==> src/rtl/tcm_arb_pkg.sv <==
package tcm_arb_pkg;

    // Arbitration state: what owns or steers the memory this cycle
    typedef enum logic [1:0] {
        ST_IDLE   = 2'd0,
        ST_WRITE  = 2'd1,
        ST_RDHOLD = 2'd2,
        ST_FWAIT  = 2'd3
    } arb_state_e;

    // Owner of the read issued last cycle
    typedef enum logic [1:0] {
        OWN_NONE  = 2'd0,
        OWN_FETCH = 2'd1,
        OWN_DATA  = 2'd2
    } rd_owner_e;

endpackage

==> src/rtl/tcm_wr_pipe.sv <==
module tcm_wr_pipe #(
    parameter int AW = 12,
    parameter int DW = 32
) (
    input  logic          clk,
    input  logic          rst,
    input  logic          load,
    input  logic [AW-1:0] addr_in,
    input  logic [DW-1:0] data_in,
    output logic          pend,
    output logic [AW-1:0] addr_q,
    output logic [DW-1:0] data_q
);

    always_ff @(posedge clk) begin
        if (rst) begin
            pend   <= 1'b0;
            addr_q <= '0;
            data_q <= '0;
        end else begin
            pend <= load;
            if (load) begin
                addr_q <= addr_in;
                data_q <= data_in;
            end
        end
    end

endmodule

==> src/rtl/tcm_arb_fsm.sv <==
module tcm_arb_fsm
    import tcm_arb_pkg::*;
(
    input  logic clk,
    input  logic rst,
    input  logic f_req,
    input  logic d_req,
    input  logic d_we,
    output logic f_stall,
    output logic d_stall,
    output logic g_wr,
    output logic g_dr,
    output logic g_if,
    output logic wr_load
);

    arb_state_e state, state_nx;
    logic rd_req, wr_req;

    assign rd_req = d_req & ~d_we;
    assign wr_req = d_req & d_we;

    // state register
    always_ff @(posedge clk) begin
        if (rst) state <= ST_IDLE;
        else     state <= state_nx;
    end

    // outputs and next state
    always_comb begin
        f_stall  = 1'b0;
        d_stall  = 1'b0;
        g_wr     = 1'b0;
        g_dr     = 1'b0;
        g_if     = 1'b0;
        wr_load  = wr_req;
        unique case (state)
            ST_WRITE: begin
                g_wr    = 1'b1;
                f_stall = f_req;
                d_stall = rd_req;
            end
            ST_IDLE, ST_RDHOLD, ST_FWAIT: begin
                if (rd_req && f_req) begin
                    if (state == ST_FWAIT) begin
                        g_if    = 1'b1;
                        d_stall = 1'b1;
                    end else begin
                        g_dr    = 1'b1;
                        f_stall = 1'b1;
                    end
                end else if (rd_req) begin
                    g_dr = 1'b1;
                end else if (f_req) begin
                    if (state == ST_RDHOLD) f_stall = 1'b1;
                    else                    g_if    = 1'b1;
                end
            end
        endcase

        if (wr_load)                           state_nx = ST_WRITE;
        else if (f_stall && state != ST_WRITE) state_nx = ST_FWAIT;
        else if (g_dr && !f_req)               state_nx = ST_RDHOLD;
        else                                   state_nx = ST_IDLE;
    end

    // a stall only goes to a requesting port
    a_r9_fetch_stall_req: assert property (@(posedge clk) disable iff (rst)
        f_stall |-> f_req);
    a_r9_data_stall_req: assert property (@(posedge clk) disable iff (rst)
        d_stall |-> d_req);
    // one memory source per cycle
    a_r9_single_grant: assert property (@(posedge clk) disable iff (rst)
        $onehot0({g_wr, g_dr, g_if}));
    // a fetch that lost to a data read wins the next cycle
    a_r4_fetch_next: assert property (@(posedge clk) disable iff (rst)
        (f_req && rd_req && f_stall && state != ST_WRITE) |=> (!f_req || !f_stall));
    // reset leaves the idle state
    a_r1_reset_idle: assert property (@(posedge clk)
        rst |=> (state == ST_IDLE));

endmodule

==> src/rtl/tcm_rd_route.sv <==
module tcm_rd_route
    import tcm_arb_pkg::*;
(
    input  logic clk,
    input  logic rst,
    input  logic g_if,
    input  logic g_dr,
    output logic f_rvalid,
    output logic d_rvalid
);

    rd_owner_e owner;

    always_ff @(posedge clk) begin
        if (rst)       owner <= OWN_NONE;
        else if (g_dr) owner <= OWN_DATA;
        else if (g_if) owner <= OWN_FETCH;
        else           owner <= OWN_NONE;
    end

    assign f_rvalid = (owner == OWN_FETCH);
    assign d_rvalid = (owner == OWN_DATA);

    // a granted read is returned on the next cycle
    a_r8_return_next: assert property (@(posedge clk) disable iff (rst)
        (g_if || g_dr) |=> (f_rvalid || d_rvalid));

endmodule

==> src/rtl/tcm_arbiter.sv <==
module tcm_arbiter #(
    parameter int AW = 12,
    parameter int DW = 32
) (
    input  logic          clk,
    input  logic          rst,
    input  logic          fe_req,
    input  logic [AW-1:0] fe_addr,
    output logic          fe_stall,
    output logic [DW-1:0] fe_rdata,
    output logic          fe_rvalid,
    input  logic          dp_req,
    input  logic          dp_we,
    input  logic [AW-1:0] dp_addr,
    input  logic [DW-1:0] dp_wdata,
    output logic          dp_stall,
    output logic [DW-1:0] dp_rdata,
    output logic          dp_rvalid,
    output logic          ram_en,
    output logic          ram_we,
    output logic [AW-1:0] ram_addr,
    output logic [DW-1:0] ram_wdata,
    input  logic [DW-1:0] ram_rdata
);

    logic          g_wr, g_dr, g_if, wr_load;
    logic          wp_pend;
    logic [AW-1:0] wp_addr;
    logic [DW-1:0] wp_data;

    tcm_arb_fsm u_fsm (
        .clk     (clk),
        .rst     (rst),
        .f_req   (fe_req),
        .d_req   (dp_req),
        .d_we    (dp_we),
        .f_stall (fe_stall),
        .d_stall (dp_stall),
        .g_wr    (g_wr),
        .g_dr    (g_dr),
        .g_if    (g_if),
        .wr_load (wr_load)
    );

    tcm_wr_pipe #(.AW(AW), .DW(DW)) u_wpipe (
        .clk     (clk),
        .rst     (rst),
        .load    (wr_load),
        .addr_in (dp_addr),
        .data_in (dp_wdata),
        .pend    (wp_pend),
        .addr_q  (wp_addr),
        .data_q  (wp_data)
    );

    tcm_rd_route u_route (
        .clk      (clk),
        .rst      (rst),
        .g_if     (g_if),
        .g_dr     (g_dr),
        .f_rvalid (fe_rvalid),
        .d_rvalid (dp_rvalid)
    );

    always_comb begin
        ram_en    = g_wr | g_dr | g_if;
        ram_we    = g_wr;
        ram_wdata = wp_data;
        if (g_wr)      ram_addr = wp_addr;
        else if (g_dr) ram_addr = dp_addr;
        else           ram_addr = fe_addr;
    end

    assign fe_rdata = ram_rdata;
    assign dp_rdata = ram_rdata;

    // an accepted write lands on the memory one cycle later, intact
    a_r2_write_lands: assert property (@(posedge clk) disable iff (rst)
        (dp_req && dp_we && !dp_stall) |=>
            (ram_en && ram_we && ram_addr == $past(dp_addr) && ram_wdata == $past(dp_wdata)));
    // the write register and the write-owning state agree
    a_r2_pipe_in_step: assert property (@(posedge clk) disable iff (rst)
        wp_pend == g_wr);
    // reads are held off while the deferred write runs
    a_r3_reads_blocked: assert property (@(posedge clk) disable iff (rst)
        (dp_req && dp_we && !dp_stall) |=> ((!fe_req || fe_stall) && (dp_we || !dp_req || dp_stall)));
    // only one port sees valid read data
    a_r8_one_owner: assert property (@(posedge clk) disable iff (rst)
        !(fe_rvalid && dp_rvalid));
    // nothing is written or returned right after reset
    a_r1_quiet_after_reset: assert property (@(posedge clk)
        rst |=> (!ram_we && !fe_rvalid && !dp_rvalid));
    // input contract: a stalled port holds its request
    a_in_fetch_hold: assert property (@(posedge clk) disable iff (rst)
        fe_stall |=> (fe_req && $stable(fe_addr)));
    a_in_data_hold: assert property (@(posedge clk) disable iff (rst)
        dp_stall |=> (dp_req && $stable(dp_addr) && $stable(dp_we)));

endmodule

==> config.mk <==
export PLATFORM = sky130hd
export DESIGN_NAME = tcm_arbiter
export DESIGN_NICKNAME = d
export VERILOG_FILES = /design/src/rtl/tcm_arb_pkg.sv /design/src/rtl/tcm_wr_pipe.sv /design/src/rtl/tcm_arb_fsm.sv /design/src/rtl/tcm_rd_route.sv /design/src/rtl/tcm_arbiter.sv
export SDC_FILE = /design/constraint.sdc
export NUM_CORES = 1
export LEC_CHECK = 0
export BUFFER_PORTS_ARGS = -buffer_cell sky130_fd_sc_hd__buf_2
export CAP_MARGIN = 0
export CORE_MARGIN = 2
export CORE_UTILIZATION = 43
export CTS_CLUSTER_DIAMETER = 30
export CTS_CLUSTER_SIZE = 40
export DETAILED_ROUTE_END_ITERATION = 10
export GPL_TIMING_DRIVEN = 1
export PLACE_DENSITY = 0.91
export SYNTH_ARGS = -nofsm -noshare
export SYNTH_HDL_FRONTEND = slang
export SYNTH_HIERARCHICAL = 1
export SYNTH_SLANG_ARGS = --single-unit
==> constraint.sdc <==
create_clock -name clk -period 2.6 [get_ports clk]
set_clock_uncertainty 0.1 [all_clocks]
set_input_delay 0.39 -clock clk [delete_from_list [all_inputs] [get_ports clk]]
set_output_delay 0.39 -clock clk [all_outputs]
set_load 0.02 [all_outputs]
* Word-level counts from Yosys, hierarchy flattened
Index checks and enable logic that the tools add are counted.
** Word-level totals
- Output and inout bits :: 114
- Flip-flop bits (word level) :: 48
- RAM bits :: 0
- Bits in latches :: 0
- Memories kept :: 0
- Bits in read-only memories :: 0
** Cells by class
- Shift operators :: 0
- Muxes and demuxes :: 25
- Eq/ne operators :: 6
- Bitwise logic cells :: 5
- $lt $le $gt $ge :: 0
- Reduce and logical (&&, ||, !) cells :: 8
- $mul :: 0
- Divide/modulo/power cells :: 0
- Add/sub/neg operators :: 0
** Operators with widths (number)
- 12-bit two-way mux :: 2
- 1-bit two-way mux :: 18
- 2-bit == test, second input constant :: 3
- 2-bit two-way mux :: 3
- 2-bit by 1-bit == test with 1-bit output, second input constant :: 2
- 1-bit one-hot mux with 2 select lines :: 2
- 2-bit OR reduction :: 2
- 1-bit logical AND :: 3
- 3-bit OR reduction :: 1
- 1-bit AND :: 2
- 2-bit zero test :: 1
- 2-bit by 1-bit != test with 1-bit output, second input constant :: 1
- 1-bit OR :: 2
- 1-bit zero test :: 1
- 1-bit NOT :: 1

* Logic depth before layout (Yosys ltp)
Gate-level depths: netlist of run 1.
- Depth after elaboration :: 9
- Gate-level depth with buffers :: 6

* Cells and area by module
The synthesis of run 1 kept the hierarchy.
** Modules (own cells, without submodules)
- tcm_wr_pipe :: instances 1, area an instance 1625.3 um^2, cells each 144
- tcm_arbiter :: instances 1, area an instance 738.2 um^2, cells each 104
- tcm_arb_fsm :: instances 1, area an instance 152.6 um^2, cells each 20
- tcm_rd_route :: instances 1, area an instance 73.8 um^2, cells each 6

* Worst setup path before layout of run 1
OpenSTA, ideal clock, no wires.
- Path kind :: input to output
- Start point :: input dp_we
- End point :: output ram_addr[0]
- Data required time :: 2110 ps
- Slack :: 652 ps
- Path buffers :: 1
- Arrival :: 1458 ps
- Stages :: 5
- Path through :: nand2b_1 > a21oi_2 > buf_6 > mux2i_1 > o21ai_1
** Between the ends
- Word-level cells in the longest chain between the ends :: 7
- Elaborated cells on any way between the ends :: 8
- Classes of those cells :: mux (5); bitwise (2); reduce/logical (1)
** RTL lines
- from (decl) :: RTL line tcm_arbiter.sv:13 : input logic dp_we,
- 1-bit NOT (*) :: RTL line tcm_arb_fsm.sv:20 : assign rd_req = d_req & ~d_we;
- 1-bit AND (*) :: RTL line tcm_arb_fsm.sv:20
- 1-bit two-way mux or 1-bit logical AND (tied branches) :: RTL line tcm_arb_fsm.sv:52, tcm_arb_fsm.sv:44
- 1-bit two-way mux (*) :: RTL line tcm_arb_fsm.sv:44 : if (rd_req && f_req) begin
- 1-bit two-way mux (*) :: RTL line tcm_arb_fsm.sv:37 : unique case (state)
- named net g_dr :: RTL line tcm_arbiter.sv:26 : logic g_wr, g_dr, g_if, wr_load;
- 12-bit two-way mux (*) :: RTL line tcm_arbiter.sv:70 : else if (g_dr) ram_addr = dp_addr;
- 12-bit two-way mux (*) :: RTL line tcm_arbiter.sv:69 : if (g_wr) ram_addr = wp_addr;
- to (decl) :: RTL line tcm_arbiter.sv:21 : output logic [AW-1:0] ram_addr,
Mark *: on every way through the listed nets, which the timed path passes. The rest lies on a longest branch.

* Final worst setup path of run 1
- Start point :: register u_fsm.state[1]
- End point :: output ram_en
** Between the ends
- Word-level cells in the longest chain between the ends :: 7
- Elaborated cells on any way between the ends :: 17
- Classes of those cells :: eq/ne (3); mux (10); bitwise (2); reduce/logical (2)
** RTL lines
- from (decl) :: RTL line tcm_arb_fsm.sv:17 : arb_state_e state, state_nx;
- from (signal assigned) :: RTL line tcm_arb_fsm.sv:26 : else state <= state_nx;
- 2-bit == test :: RTL line tcm_arb_fsm.sv:37, tcm_arb_fsm.sv:55
- 1-bit two-way mux :: RTL line tcm_arb_fsm.sv:55 : if (state == ST_RDHOLD) f_stall = 1'b1;
- 1-bit two-way mux :: RTL line tcm_arb_fsm.sv:54 : end else if (f_req) begin
- 1-bit two-way mux :: RTL line tcm_arb_fsm.sv:52 : end else if (rd_req) begin
- 1-bit two-way mux :: RTL line tcm_arb_fsm.sv:44
- 1-bit two-way mux :: RTL line tcm_arb_fsm.sv:37
- 1-bit OR (*) :: RTL line tcm_arbiter.sv:66 : ram_en = g_wr | g_dr | g_if;
- to (decl) :: RTL line tcm_arbiter.sv:19 : output logic ram_en,
Every way passes the cells marked *; elsewhere a longest branch is shown, timed or not.

==> results.md, run 1 <==
- RSZ-0062 raised after global routing: no
- Placed wire-length estimate: 3520 um
- Initial antenna violation count: 0
- Pwr Total: 1.51 mW
- DIE HEIGHT: 81.2 um
- Place WS: 0.514 ns
- Worst Max-Slew Pin Slew: 0.698 ns
- Vias in the first global route: 1,649
- Sink Count: 48
- WS Path Type: reg -> out
- Post-Synthesis Cells: 272
- Pwr Density: 559 nW/um^2
- CTS Buf Count: 5
- Core area: 5850 um^2
- Most frequent cells in the layout: buf_2, mux2i_1, dfxtp_1, nor2_1, nand2_1
- Global route total overflow: 0
- DRT Pass-1 Iters: 2
- Setup bufs post-CTS: 0
- DR vias/cell: 4.67
- Full die area: 6600 um^2
- Crit end category: primary output
- Slew margin rel.: 53.5%
- Total of max-cap violations: 0
- First-pass GRT wire length: 6930 um
- Cts hold-fix bufs: 0
- Most common cell after layout, fill and taps aside: buf_2
- # setup viols final: 0
- Clock buffer depth: 2
- Critical-path cell list: and2b_2, or3_2, buf_2
- Largest net degree at the start of global routing: 45
- Synth Warn #: 6
- I/O Pins: 207
- Hold Vio Cnt, Final: 0
- Drt drc: 0
- Post-layout nets: 408
- Mean Syn Cell Area: 9.43 um^2
- GRT Util Overall: 13.8%
- Hold Crit Class: in -> reg
- Minimum clock period: 2.25 ns
- Root Driver: clkbuf_8
- Routed Antenna Nets: 0
- Lkg Pwr: 1.31 nW
- Status: completed
- Diodes inserted: 0
- Area Overhead vs Synth: 5.71%
- WP data arrival: 1.76 ns
- Slew Viols, Final: 0
- H-tree levels: 2
- Setup WS post-layout: 0.352 ns
- First DRT Iteration DRCs: 31
- Syn Nets: 365
- Clk slew on worst S/H paths: 0.09 ns
- DRT Wirelength: 4780 um
- Die X: 81.2 um
- Critical path's slowest cell: or3_2
- Synth Cell Area: 2560 um^2
- Starting Density: 43.8%
- Largest stage delay, worst path: 0.50 ns
- Worst Setup Start Kind: flip-flop
- Post_cts resized: 0
- IR drop worst, VDD: 0.270 mV
- Peak Freq: 445 MHz
- Worst EP required: 2.11 ns
- TritonCTS clock tree: built
- Latest clock arrival within the worst-skew pair: 0.29 ns
- Final Util: 46.3%
- Layout cell share with drive strength beyond 1: 41.0%
- Via count: 1,821
- Worst-path maximum fanout: 26
- Final cell count without fillers: 390
- GP Congestion: 0.784
- Final worst-path cycle share: 86.4%
- Avg WL per Cell: 12.3 um
- I/O Buffers: 110
- Placed insts: 383
- Setup TNS: 0 ns
- Row count: 28
[layout make-up]
cell class,instances,area [um^2]
Clock buffer,5,68.8
Clock inverter,2,12.5
Fill cell,560,3140
Inverter,1,3.75
Multi-Input combinational cell,146,985
Sequential cell,48,961
Tap cell,75,93.8
Timing Repair Buffer,113,586
[final timing paths]
check	cells past startpoint	slack (ns)	startpoint	end
min reg2reg	2	0.39	u_wpipe/data_q[17]	u_wpipe/data_q[17]
max	3	0.35	u_fsm/state[1]	ram_en
min	3	0.22	dp_wdata[3]	u_wpipe/data_q[3]
max reg2reg	4	1.34	u_fsm/state[1]	u_fsm/state[1]
[critical path, delay by kind of cell, from the launching register on]
family,cells,cell delay (ns)
buf+inv,1,0.17
flops,1,0.40
simple gates,2,0.90
[flip-flops by register name, summed over array words and instances, names as in the netlist]
name            flops
u_fsm/state         2
u_route/owner       2
u_wpipe/addr_q     12
u_wpipe/data_q     32
[metal layers]
layer | wire length [um] | global-route usage, % | part of all wire (%) | up-vias
met2 | 2450 | 25.6 | 51 | 78
met1 | 1810 | 13.0 | 38 | 819
li1 | - | - | - | 905
met5 | 0 | 0 | 0 | -
met4 | 131 | 7.97 | 2.7 | 0
met3 | 387 | 5.00 | 8.1 | 19
[where the power goes]
group | total [mW] | switching (mW) | internal [mW]
Combinational | 0.308 | 0.176 | 0.132
Clock | 0.416 | 0.234 | 0.182
Sequential | 0.790 | 0.0190 | 0.771
[per-stage QoR]
| stage | instance area (um^2) | hold WS (ns) |
|---|---|---|
| floorplan | 2560 | 0.359 |
| global placement | 2630 | 0.369 |
| detailed placement | 2630 | 0.380 |
| finish | 2710 | 0.224 |
| global route | 2710 | 0.217 |
| CTS | 2710 | 0.216 |
No activity file was read; power rests on OpenSTA's default activity.
==> run 2, diff against run 1 <==
--- a/config.mk
+++ b/config.mk
@@ -7,13 +7,12 @@
 export LEC_CHECK = 0
 export BUFFER_PORTS_ARGS = -buffer_cell sky130_fd_sc_hd__buf_2
 export CAP_MARGIN = 0
-export CORE_MARGIN = 2
-export CORE_UTILIZATION = 43
+export CORE_UTILIZATION = 36
 export CTS_CLUSTER_DIAMETER = 30
 export CTS_CLUSTER_SIZE = 40
 export DETAILED_ROUTE_END_ITERATION = 10
 export GPL_TIMING_DRIVEN = 1
-export PLACE_DENSITY = 0.91
+export PLACE_DENSITY = 0.82
 export SYNTH_ARGS = -nofsm -noshare
 export SYNTH_HDL_FRONTEND = slang
 export SYNTH_HIERARCHICAL = 1
==> constraint.sdc (replaced) <==
create_clock -name clk -period 2.02 [get_ports clk]
set_clock_uncertainty 0.1 [all_clocks]
set_input_delay 0.303 -clock clk [delete_from_list [all_inputs] [get_ports clk]]
set_output_delay 0.303 -clock clk [all_outputs]
set_load 0.02 [all_outputs]
==> run 2 against run 1 <==
  * Routed wire length is 9.1% higher
  * Critical path depth is 3 higher
  * First-iteration DRC count is 35% lower
  * Setup slack worse by 0.34 ns
  * Utilization is 4.3 points lower
  * Sequential power is 29% higher
  * Clock power is 40% higher
  * Critical path type unchanged
  * Critical endpoint is now ram_addr[3]
  * Largest power group unchanged
==> results.md, run 2 (synthesized netlist as in run 1, its figures left out) <==
- Post-DP Area: 2680 um^2 (+2.0%)
- Minimum clock period: 2.01 ns
- Setup TNS: 0 ns (unchanged)
- Worst-path maximum fanout: 7 (-73%)
- Clock buffer depth: 2 (unchanged)
- Setup WS post-layout: 0.00941 ns (-0.343 ns)
- RSZ-0062 raised after global routing: yes
- Worst Setup Start Kind: flip-flop
- Row count: 30 (+7.1%)
- Via count: 1,846 (+1.4%)
- Peak Freq: 497 MHz
- Slew margin rel.: 68.1% (+15 points)
- Routed Antenna Nets: 0 (unchanged)
- Most frequent cells in the layout: buf_2, mux2i_1, nor2_1, dfxtp_1, nand2_1
- Global route total overflow: 0 (unchanged)
- Latest clock arrival within the worst-skew pair: 0.29 ns (about the same)
- Full die area: 7460 um^2 (+13%)
- H-tree levels: 2 (unchanged)
- I/O Pins: 207 (unchanged)
- Reg with most FFs: u_wpipe/data_q
- Largest stage delay, worst path: 0.38 ns (-0.12 ns)
- Final Cell Area: 2870 um^2 (+5.9%)
- Starting Density: 37.5% (-6.3 points)
- CTS Buf Count: 5 (unchanged)
- Drt drc: 0 (unchanged)
- GRT Util Overall: 13.2% (-0.62 points)
- I/O Buffers: 110 (unchanged)
- Largest register FFs: 32 (unchanged)
- TritonCTS clock tree: built
- Diodes inserted: 0 (unchanged)
- First DRT Iteration DRCs: 20 (-35%)
- Initial antenna violation count: 0 (unchanged)
- Core area: 6830 um^2 (+17%)
- DRT Pass-1 Iters: 3 (+1)
- Placed wire-length estimate: 3820 um (+8.5%)
- Die X: 86.4 um (+6.4%)
- Final cell count without fillers: 419 (+7.4%)
- Crit end category: primary output
- Fillers: 695 (+24%)
- Pwr Total: 2.03 mW (+34%)
- IR drop worst, VDD: 0.401 mV (+48%)
- DIE HEIGHT: 86.4 um (+6.4%)
- Sink Count: 48 (unchanged)
- WS Path Type: reg -> out
- Minimum hold slack: 0.142 ns (-0.0820 ns)
- Critical-path cell list: nand2b_4, a21oi_4, buf_12, mux2i_1, o21ai_1, buf_4
- Clk slew on worst S/H paths: 0.09 ns (about the same)
- Worst EP required: 1.62 ns (-0.49 ns)
- Final worst-path cycle share: 99.5%
- Status: completed
- Largest net degree at the start of global routing: 30 (-33%)
- Hold Vio Cnt, Final: 0 (unchanged)
- Final Util: 42.0% (-4.3 points)
- Hold Crit Class: in -> reg
- Cts hold-fix bufs: 0 (unchanged)
- Biggest regs: u_wpipe/data_q x32, u_wpipe/addr_q x12
- First-pass GRT wire length: 7690 um (+11%)
- WP data arrival: 1.61 ns (-0.15 ns)
- Place WS: 0.147 ns (-0.368 ns)
- Vias in the first global route: 1,801 (+9.2%)
- Root Driver: clkbuf_8
- Slew Viols, Final: 0 (unchanged)
- Post-layout nets: 415 (+1.7%)
- Pwr Density: 707 nW/um^2 (+27%)
- Area Overhead vs Synth: 12.0%
- Placed insts: 406 (+6.0%)
- Total of max-cap violations: 0 (unchanged)
- GP Congestion: 0.791 (+0.84%)
- Critical path's slowest cell: dfxtp_4
- Avg WL per Cell: 12.4 um (+1.6%)
- DRT Wirelength: 5220 um (+9.1%)
- # setup viols final: 0 (unchanged)
- Worst Max-Slew Pin Slew: 0.478 ns (-0.220 ns)
- Layout cell share with drive strength beyond 1: 43.3% (+2.4 points)
- DR vias/cell: 4.41 (-5.6%)
- Most common cell after layout, fill and taps aside: buf_2
- Lkg Pwr: 1.38 nW (+4.8%)
## run 2: cell count changes in the layout (fill, tap and decap cells not counted), moves of 2 or more
| cell | change |
|---|---|
| buf_2 | -2 |
| buf_4 | +6 |
| dfxtp_1 | -2 |
| dfxtp_4 | +2 |
## run 2: worst paths after layout
| kind | depth (start not counted) | slack [ns] | from | to |
|---|---|---|---|---|
| setup / recovery | 6 | 0.009 | u_fsm/state[1] | ram_addr[3] |
| hold / removal | 3 | 0.14 | dp_wdata[27] | u_wpipe/data_q[27] |
| setup reg to reg | 5 | 0.76 | u_fsm/state[1] | u_fsm/state[1] |
| hold reg to reg | 2 | 0.39 | u_wpipe/addr_q[6] | u_wpipe/addr_q[6] |
## run 2: worst max-delay path: cells and delay by family, from the launching register on
family                 cells  cell delay [ns]
and+or+nand+nor            1             0.06
DFF                        1             0.38
AOI/OAI and AO/OA          2             0.31
buffers and inverters      2             0.34
muxes                      1             0.21
## run 2: what timing repair did
action,in CTS,in global routing
endpoints found under the setup margin,13,12
gates resized for setup,4,7
setup buffers,3,1
gates cloned,0,1
pin swaps,0,1
## run 2: area by class of cell
cell class	count	area [um^2]	share of cell area, %
multi-input cells	146	1010	35.1
flip-flops and latches	48	968	33.7
repair buffers	120	677	23.6
well taps	96	120	4.18
clock buffers	7	86.3	3.01
clock inverters	1	7.51	0.262
inverters	1	3.75	0.131
## run 2: where the power goes
part,switching (mW),internal (mW)
combinational,0.235,0.194
sequential,0.0257,0.992
clock,0.305,0.278
total,0.566,1.46
## run 2: metal layers
metal,routed length [um],vias to the layer above,track usage [%]
met2,2610,74,25.8
li1,-,920,-
met1,2140,830,12.4
met5,0,-,0
met4,154,0,7.42
met3,318,22,3.33
